`src/rtl/acc_alu_pkg.sv`:
```
package acc_alu_pkg;
  typedef enum logic [3:0] {
    OP_ADD  = 4'b0000,
    OP_AND  = 4'b0001,
    OP_OR   = 4'b0010,
    OP_XOR  = 4'b0011,
    OP_COM  = 4'b0100,
    OP_ROR  = 4'b0101,
    OP_ROL  = 4'b0110,
    OP_SWAP = 4'b0111,
    OP_SUB  = 4'b1000
  } alu_op_e;

  localparam int OP_BITS = 4;
endpackage

```
`src/rtl/acc_alu_arith.sv`:
```
module acc_alu_arith #(
  parameter int WIDTH = 8
) (
  input  logic [WIDTH-1:0] a,
  input  logic [WIDTH-1:0] b,
  output logic [WIDTH-1:0] sum,
  output logic             sum_carry,
  output logic [WIDTH-1:0] diff,
  output logic             diff_noborrow
);
  localparam int EXT = WIDTH + 1;

  function automatic logic [EXT-1:0] add_ext(input logic [WIDTH-1:0] x, input logic [WIDTH-1:0] z);
    return {1'b0, x} + {1'b0, z};
  endfunction

  function automatic logic [EXT-1:0] sub_ext(input logic [WIDTH-1:0] x, input logic [WIDTH-1:0] z);
    return {1'b0, x} - {1'b0, z};
  endfunction

  logic [EXT-1:0] add_full;
  logic [EXT-1:0] sub_full;
  logic           sub_borrow;

  always_comb begin
    add_full      = add_ext(a, b);
    sub_full      = sub_ext(a, b);
    sub_borrow    = sub_full[WIDTH];
    sum           = add_full[WIDTH-1:0];
    sum_carry     = add_full[WIDTH];
    diff          = sub_full[WIDTH-1:0];
    diff_noborrow = ~sub_borrow;
  end
endmodule

```
`src/rtl/acc_alu_logic.sv`:
```
module acc_alu_logic #(
  parameter int WIDTH = 8
) (
  input  logic [WIDTH-1:0] a,
  input  logic [WIDTH-1:0] b,
  output logic [WIDTH-1:0] and_r,
  output logic [WIDTH-1:0] or_r,
  output logic [WIDTH-1:0] xor_r,
  output logic [WIDTH-1:0] com_r,
  output logic [WIDTH-1:0] swap_r
);
  localparam int HALF = WIDTH / 2;

  function automatic logic [WIDTH-1:0] halves_swapped(input logic [WIDTH-1:0] x);
    return {x[HALF-1:0], x[WIDTH-1:HALF]};
  endfunction

  always_comb begin
    and_r  = a & b;
    or_r   = a | b;
    xor_r  = a ^ b;
    com_r  = ~a;
    swap_r = halves_swapped(a);
  end
endmodule

```
`src/rtl/acc_alu_rotate.sv`:
```
module acc_alu_rotate #(
  parameter int WIDTH = 8
) (
  input  logic [WIDTH-1:0] a,
  input  logic             cin,
  output logic [WIDTH-1:0] ror_r,
  output logic             ror_c,
  output logic [WIDTH-1:0] rol_r,
  output logic             rol_c
);
  function automatic logic [WIDTH:0] right_through(input logic [WIDTH-1:0] x, input logic c);
    return {x[0], c, x[WIDTH-1:1]};
  endfunction

  function automatic logic [WIDTH:0] left_through(input logic [WIDTH-1:0] x, input logic c);
    return {x, c};
  endfunction

  logic [WIDTH:0] ror_full;
  logic [WIDTH:0] rol_full;

  always_comb begin
    ror_full = right_through(a, cin);
    rol_full = left_through(a, cin);
    ror_c    = ror_full[WIDTH];
    ror_r    = ror_full[WIDTH-1:0];
    rol_c    = rol_full[WIDTH];
    rol_r    = rol_full[WIDTH-1:0];
  end
endmodule

```
`src/rtl/acc_alu.sv`:
```
module acc_alu #(
  parameter int WIDTH = 8
) (
  input  logic [3:0]       op,
  input  logic [WIDTH-1:0] a,
  input  logic [WIDTH-1:0] b,
  input  logic             cin,
  output logic [WIDTH-1:0] y,
  output logic             cout,
  output logic             zero
);
  import acc_alu_pkg::*;

  logic [WIDTH-1:0] sum, diff, and_r, or_r, xor_r, com_r, swap_r, ror_r, rol_r;
  logic             sum_carry, diff_noborrow, ror_c, rol_c;
  logic             op_known;

  acc_alu_arith #(.WIDTH(WIDTH)) u_arith (
    .a(a), .b(b), .sum(sum), .sum_carry(sum_carry),
    .diff(diff), .diff_noborrow(diff_noborrow)
  );

  acc_alu_logic #(.WIDTH(WIDTH)) u_logic (
    .a(a), .b(b), .and_r(and_r), .or_r(or_r), .xor_r(xor_r),
    .com_r(com_r), .swap_r(swap_r)
  );

  acc_alu_rotate #(.WIDTH(WIDTH)) u_rot (
    .a(a), .cin(cin), .ror_r(ror_r), .ror_c(ror_c),
    .rol_r(rol_r), .rol_c(rol_c)
  );

  always_comb begin
    y        = '0;
    cout     = cin;
    op_known = 1'b1;
    case (op)
      OP_ADD:  begin y = sum;    cout = sum_carry;     end
      OP_SUB:  begin y = diff;   cout = diff_noborrow; end
      OP_AND:  y = and_r;
      OP_OR:   y = or_r;
      OP_XOR:  y = xor_r;
      OP_COM:  y = com_r;
      OP_SWAP: y = swap_r;
      OP_ROR:  begin y = ror_r;  cout = ror_c;         end
      OP_ROL:  begin y = rol_r;  cout = rol_c;         end
      default: op_known = 1'b0;
    endcase
    zero = ~|y;
  end
endmodule

```
`config.mk`:
```
export PLATFORM = sky130hd
export DESIGN_NAME = acc_alu
export DESIGN_NICKNAME = d
export VERILOG_FILES = /design/src/rtl/acc_alu_pkg.sv /design/src/rtl/acc_alu_arith.sv /design/src/rtl/acc_alu_logic.sv /design/src/rtl/acc_alu_rotate.sv /design/src/rtl/acc_alu.sv
export SDC_FILE = /design/constraint.sdc
export NUM_CORES = 1
export LEC_CHECK = 0
export BUFFER_PORTS_ARGS = -buffer_cell sky130_fd_sc_hd__buf_2
export CAP_MARGIN = 10
export CORE_MARGIN = 3
export CORE_UTILIZATION = 50
export DETAILED_ROUTE_END_ITERATION = 12
export PLACE_DENSITY = 0.71
export SLEW_MARGIN = 30
export SYNTH_ARGS = -nofsm -noshare
export SYNTH_HDL_FRONTEND = slang
export SYNTH_HIERARCHICAL = 1
export SYNTH_SLANG_ARGS = --single-unit
```
`constraint.sdc`:
```
create_clock -name vclk -period 4.1
set_input_delay 0.205 -clock vclk [all_inputs]
set_output_delay 0.205 -clock vclk [all_outputs]
set_load 0.005 [all_outputs]
```
# Word level (Yosys, flattened, before mapping)
# Cells that the tools add are included.
# word_totals
mem_bits_rw	0
memories	0
ff_bits	0
elab_cells	20
out_inout_bits	10
romBits	0
latch_bits	0
inputBits	21
# op_classes
reduce_logical	3
n_eq_ne	8
muxes	2
multipliers	0
n_addsub	2
shift	0
n_bitwise	5
n_lt_le_gt_ge	0
div_mod_pow	0
# op_table
cell	count
one-hot mux 8 bit (9 select lines)	1
equality test 4 x 3 -> 1 bit (second input constant)	4
adder 8 x 8 -> 9 bit	1
subtractor 8 x 8 -> 9 bit	1
bitwise AND 8 bit	1
equality test 4 x 2 -> 1 bit (second input constant)	2
NOT 8 bit	1
OR 8 bit	1
OR reduction 8 bit	1
XOR 8 bit	1
equality test 4 x 1 -> 1 bit (second input constant)	1
equality test 4 bit (second input constant)	1
zero test 4 bit	1
one-hot mux 1 bit (4 select lines)	1
zero test 1 bit	1
NOT 1 bit	1

# Depth between registers and ports, before layout
# logic_depth
ltp_word	4
mapped_depth	12

# Cells and area by module
# The synthesis kept the hierarchy.
# by_module_without_submodules
module	cells_per_inst	area_per_inst_um2	instances	seq_area_each_um2
acc_alu	120	889.6	1	0.0
acc_alu_arith	107	759.5	1	0.0
acc_alu_logic	48	350.3	1	0.0
acc_alu_rotate	18	135.1	1	0.0

# Worst setup path after synthesis
# OpenSTA, ideal clock, no wires.
# synth_path
kind	input -> output
startpoint	in a[0]
endpoint	out zero
required_ns	3.895
cell_stages	12
arrival_time_ns	2.638
path_slack_ns	1.257
cell_sequence	inv_1 ha_1 fa_1 nor2b_1 nor3_1 o31a_1 xnor2_1 mux2i_1 o32ai_1 a311o_1 or4_1 nor4_2
# synth_via
elab_chain_len	4
word_cells_on_any_way	9
cone_classes	add/sub: 2; mux: 1; bitwise: 4; reduce/logical: 2
# synth_rtl
item	line_no	text
start, declared	acc_alu.sv:5	input logic [WIDTH-1:0] a,
subtractor 8 x 8 -> 9 bit	acc_alu_arith.sv:18	return {1'b0, x} - {1'b0, z};
net diff[6]	acc_alu.sv:14	logic [WIDTH-1:0] sum, diff, and_r, or_r, xor_r, com_r, swap_r, ror_r, rol_r;
one-hot mux 8 bit (9 select lines)	acc_alu.sv:37	case (op)
net y[6]	acc_alu.sv:8	output logic [WIDTH-1:0] y,
OR reduction 8 bit	acc_alu.sv:49	zero = ~|y;
zero test 1 bit	acc_alu.sv:49	
end, declared	acc_alu.sv:10	output logic zero
# The timed path passes the listed nets, and every way through them passes these cells.

# Worst setup path after layout
# layout_path
startpoint	in a[0]
endpoint	out zero
# layout_via
elab_chain_len	4
word_cells_on_any_way	9
cone_classes	add/sub: 2; mux: 1; bitwise: 4; reduce/logical: 2
# layout_rtl
item	line_no
subtractor 8 x 8 -> 9 bit	acc_alu_arith.sv:18
net diff[6]	acc_alu.sv:14
one-hot mux 8 bit (9 select lines)	acc_alu.sv:37
OR reduction 8 bit	acc_alu.sv:49
zero test 1 bit	acc_alu.sv:49
# The timed path passes the listed nets, and every way through them passes these cells.

==> metrics <==
synth unique cells 57; leak pwr 1.06 nW; Avg WL per Cell 15.4 um; GRT Total Usage 18.9%; WL final 5.11 mm; largest family of logic cells by synthesized area buffers and inverters; Crit Path Class input port to primary output; Adder-Cell Fraction of Synth Area 20.6%; P&R area growth vs syn -4.04%; syn_area_per_cell 7.29 um2; # setup viols final 0; fin nets 338; mux cell area share after synthesis 13.0%; commonest non-fill, non-tap cell in the layout inv_1; Core ar. 4060 um2; largest net degree at the start of global routing 37; Final Hold Viols 0; simple-gate share of the synthesized area 20.0%; Post-Syn Nets 348; part of the cycle the worst path needs 81.0%; antenna violations before repair 0; Ys Warns 6; CP Max Fanout 7; Pwr Density 122 nW/um2; Critical Path RT 3.89 ns; GR Overflow Total 0; RSZ-0062 raised after global routing false; Post-Syn Area 2130 um2; die footprint 5090 um2; min Tclk post-route 3.32 ns; critical path capture point type primary output; Worst setup SP type input port; Ant. Diodes 0; Post-CTS Hold Buffers 0; post-route setup TNS 0 ns; Vias/cell 6.01; global-route wire length before repair 8.11 mm; Iteration-0 DRC Markers 192; Storage cell area 0 um2; commonest cells after routing, fill and taps aside 46 x inv_1, 32 x ha_1, 31 x buf_2, 24 x mux2i_1, 15 x nor2_1; die extent in y 71.3 um; count of flip-flops and latches 0; register area share after synthesis 0%; buffers added on ports 31; fmax 0.301 GHz; RD Place Congestion 0.896; hold slack 0.910 ns; share of cells above drive strength 1 15.3%; post-route cell area 2050 um2; layout clock buffer count 0; maximum vdd drop 0.0000493 V; max cap viols 0; DR vias 1989; Resized cells post-CTS 0; count of pins over their slew limit 0; vias in the first global route 1680; Synth Instances 293; Initial Utilization 52.6%; Routed Antenna Nets 0; drt drc 0; Placed Area 2050 um2; Die Wd 71.3 um; measured slew at the worst slew-check pin 0.734 ns; buffers inserted by post-CTS timing repair 0; Worst slew margin 51.0%; row count 23; status finished clean; First-pass DRT Iterations 4; Top Ports 31; WP data arrival 3.12 ns; Hold WC Path Type input port to primary output; Synth Area in XOR/XNOR 2.87%; compound-cell area share of the yosys netlist 21.1%; HPWL after DPL 4.02 mm
## Yosys cell counts, drive strengths merged (5+ instances only)
cell type  number  area [um2]
a21oi          12        60.1
buf            42         300
ha             32         400
inv            46         173
mux2i          24         240
nand2          10        37.5
nand2b          7        43.8
nand3           5        25.0
nor2           15        56.3
nor2b           7        43.8
nor3            8        40.0
o21ai          13        68.8
xnor2           7        61.3
## path summary, 6_finish.rpt
kind | cells after the start | endpoint | slack [ns] | startpoint
worst max-delay path | 14 | zero | 0.78 | a[0]
worst min-delay path | 4 | cout | 0.91 | a[0]
## cell type report
type                            instances  area, um2
Inverter                               46        173
Timing Repair Buffer                   31        155
Tap cell                               50       62.6
Multi-Input combinational cell        204       1660
Fill cell                             436       2010
## logic make-up after synthesis
logic type | count (synthesis)
buffers and inverters | 89
XOR/XNOR | 7
AND/OR/NAND/NOR | 74
multiplexers | 27
AO/OA/AOI/OAI | 62
adder cells (fa/ha/maj) | 34
## stage by stage
step / setup WS [ns] / power [mW] / std cells / utilization [%]
3_5_place_dp: 0.807 / 0.247 / 331 / 50.5
2_1_floorplan: 1.26 / 0.201 / 293 / -
3_3_place_gp: 0.852 / 0.243 / 331 / 50.5
6_report: 0.779 / 0.250 / 331 / 50.5
4_1_cts: 0.796 / 0.248 / 331 / 50.5
5_1_grt: 0.542 / 0.279 / 331 / 50.5
## metal layers
layer  up-vias  global-route usage (%)  part of all wire (%)
met4         0                    4.80                   2.7
met1       927                    28.3                    46
met3        14                   0.421                   6.4
met5         -                       0                     0
li1        972                       -                     -
met2        76                    29.9                    45
## power breakdown
group	internal (mW)	leakage [nW]	switching (mW)
combinational	0.107	1.06	0.143
clock	0	0	0
sequential	0	0	0
## worst max-delay path, stage by stage
cell and delay, ns:
buf_2 0.15, inv_1 0.06, ha_1 0.23, fa_1 0.40, nor2b_1 0.19, nor3_1 0.07
o31a_1 0.32, xnor2_1 0.13, mux2i_1 0.14, o32ai_1 0.10, a311o_1 0.36, or4_1 0.49
nor4_2 0.13, buf_2 0.15
(Power assumes the default switching activity.)
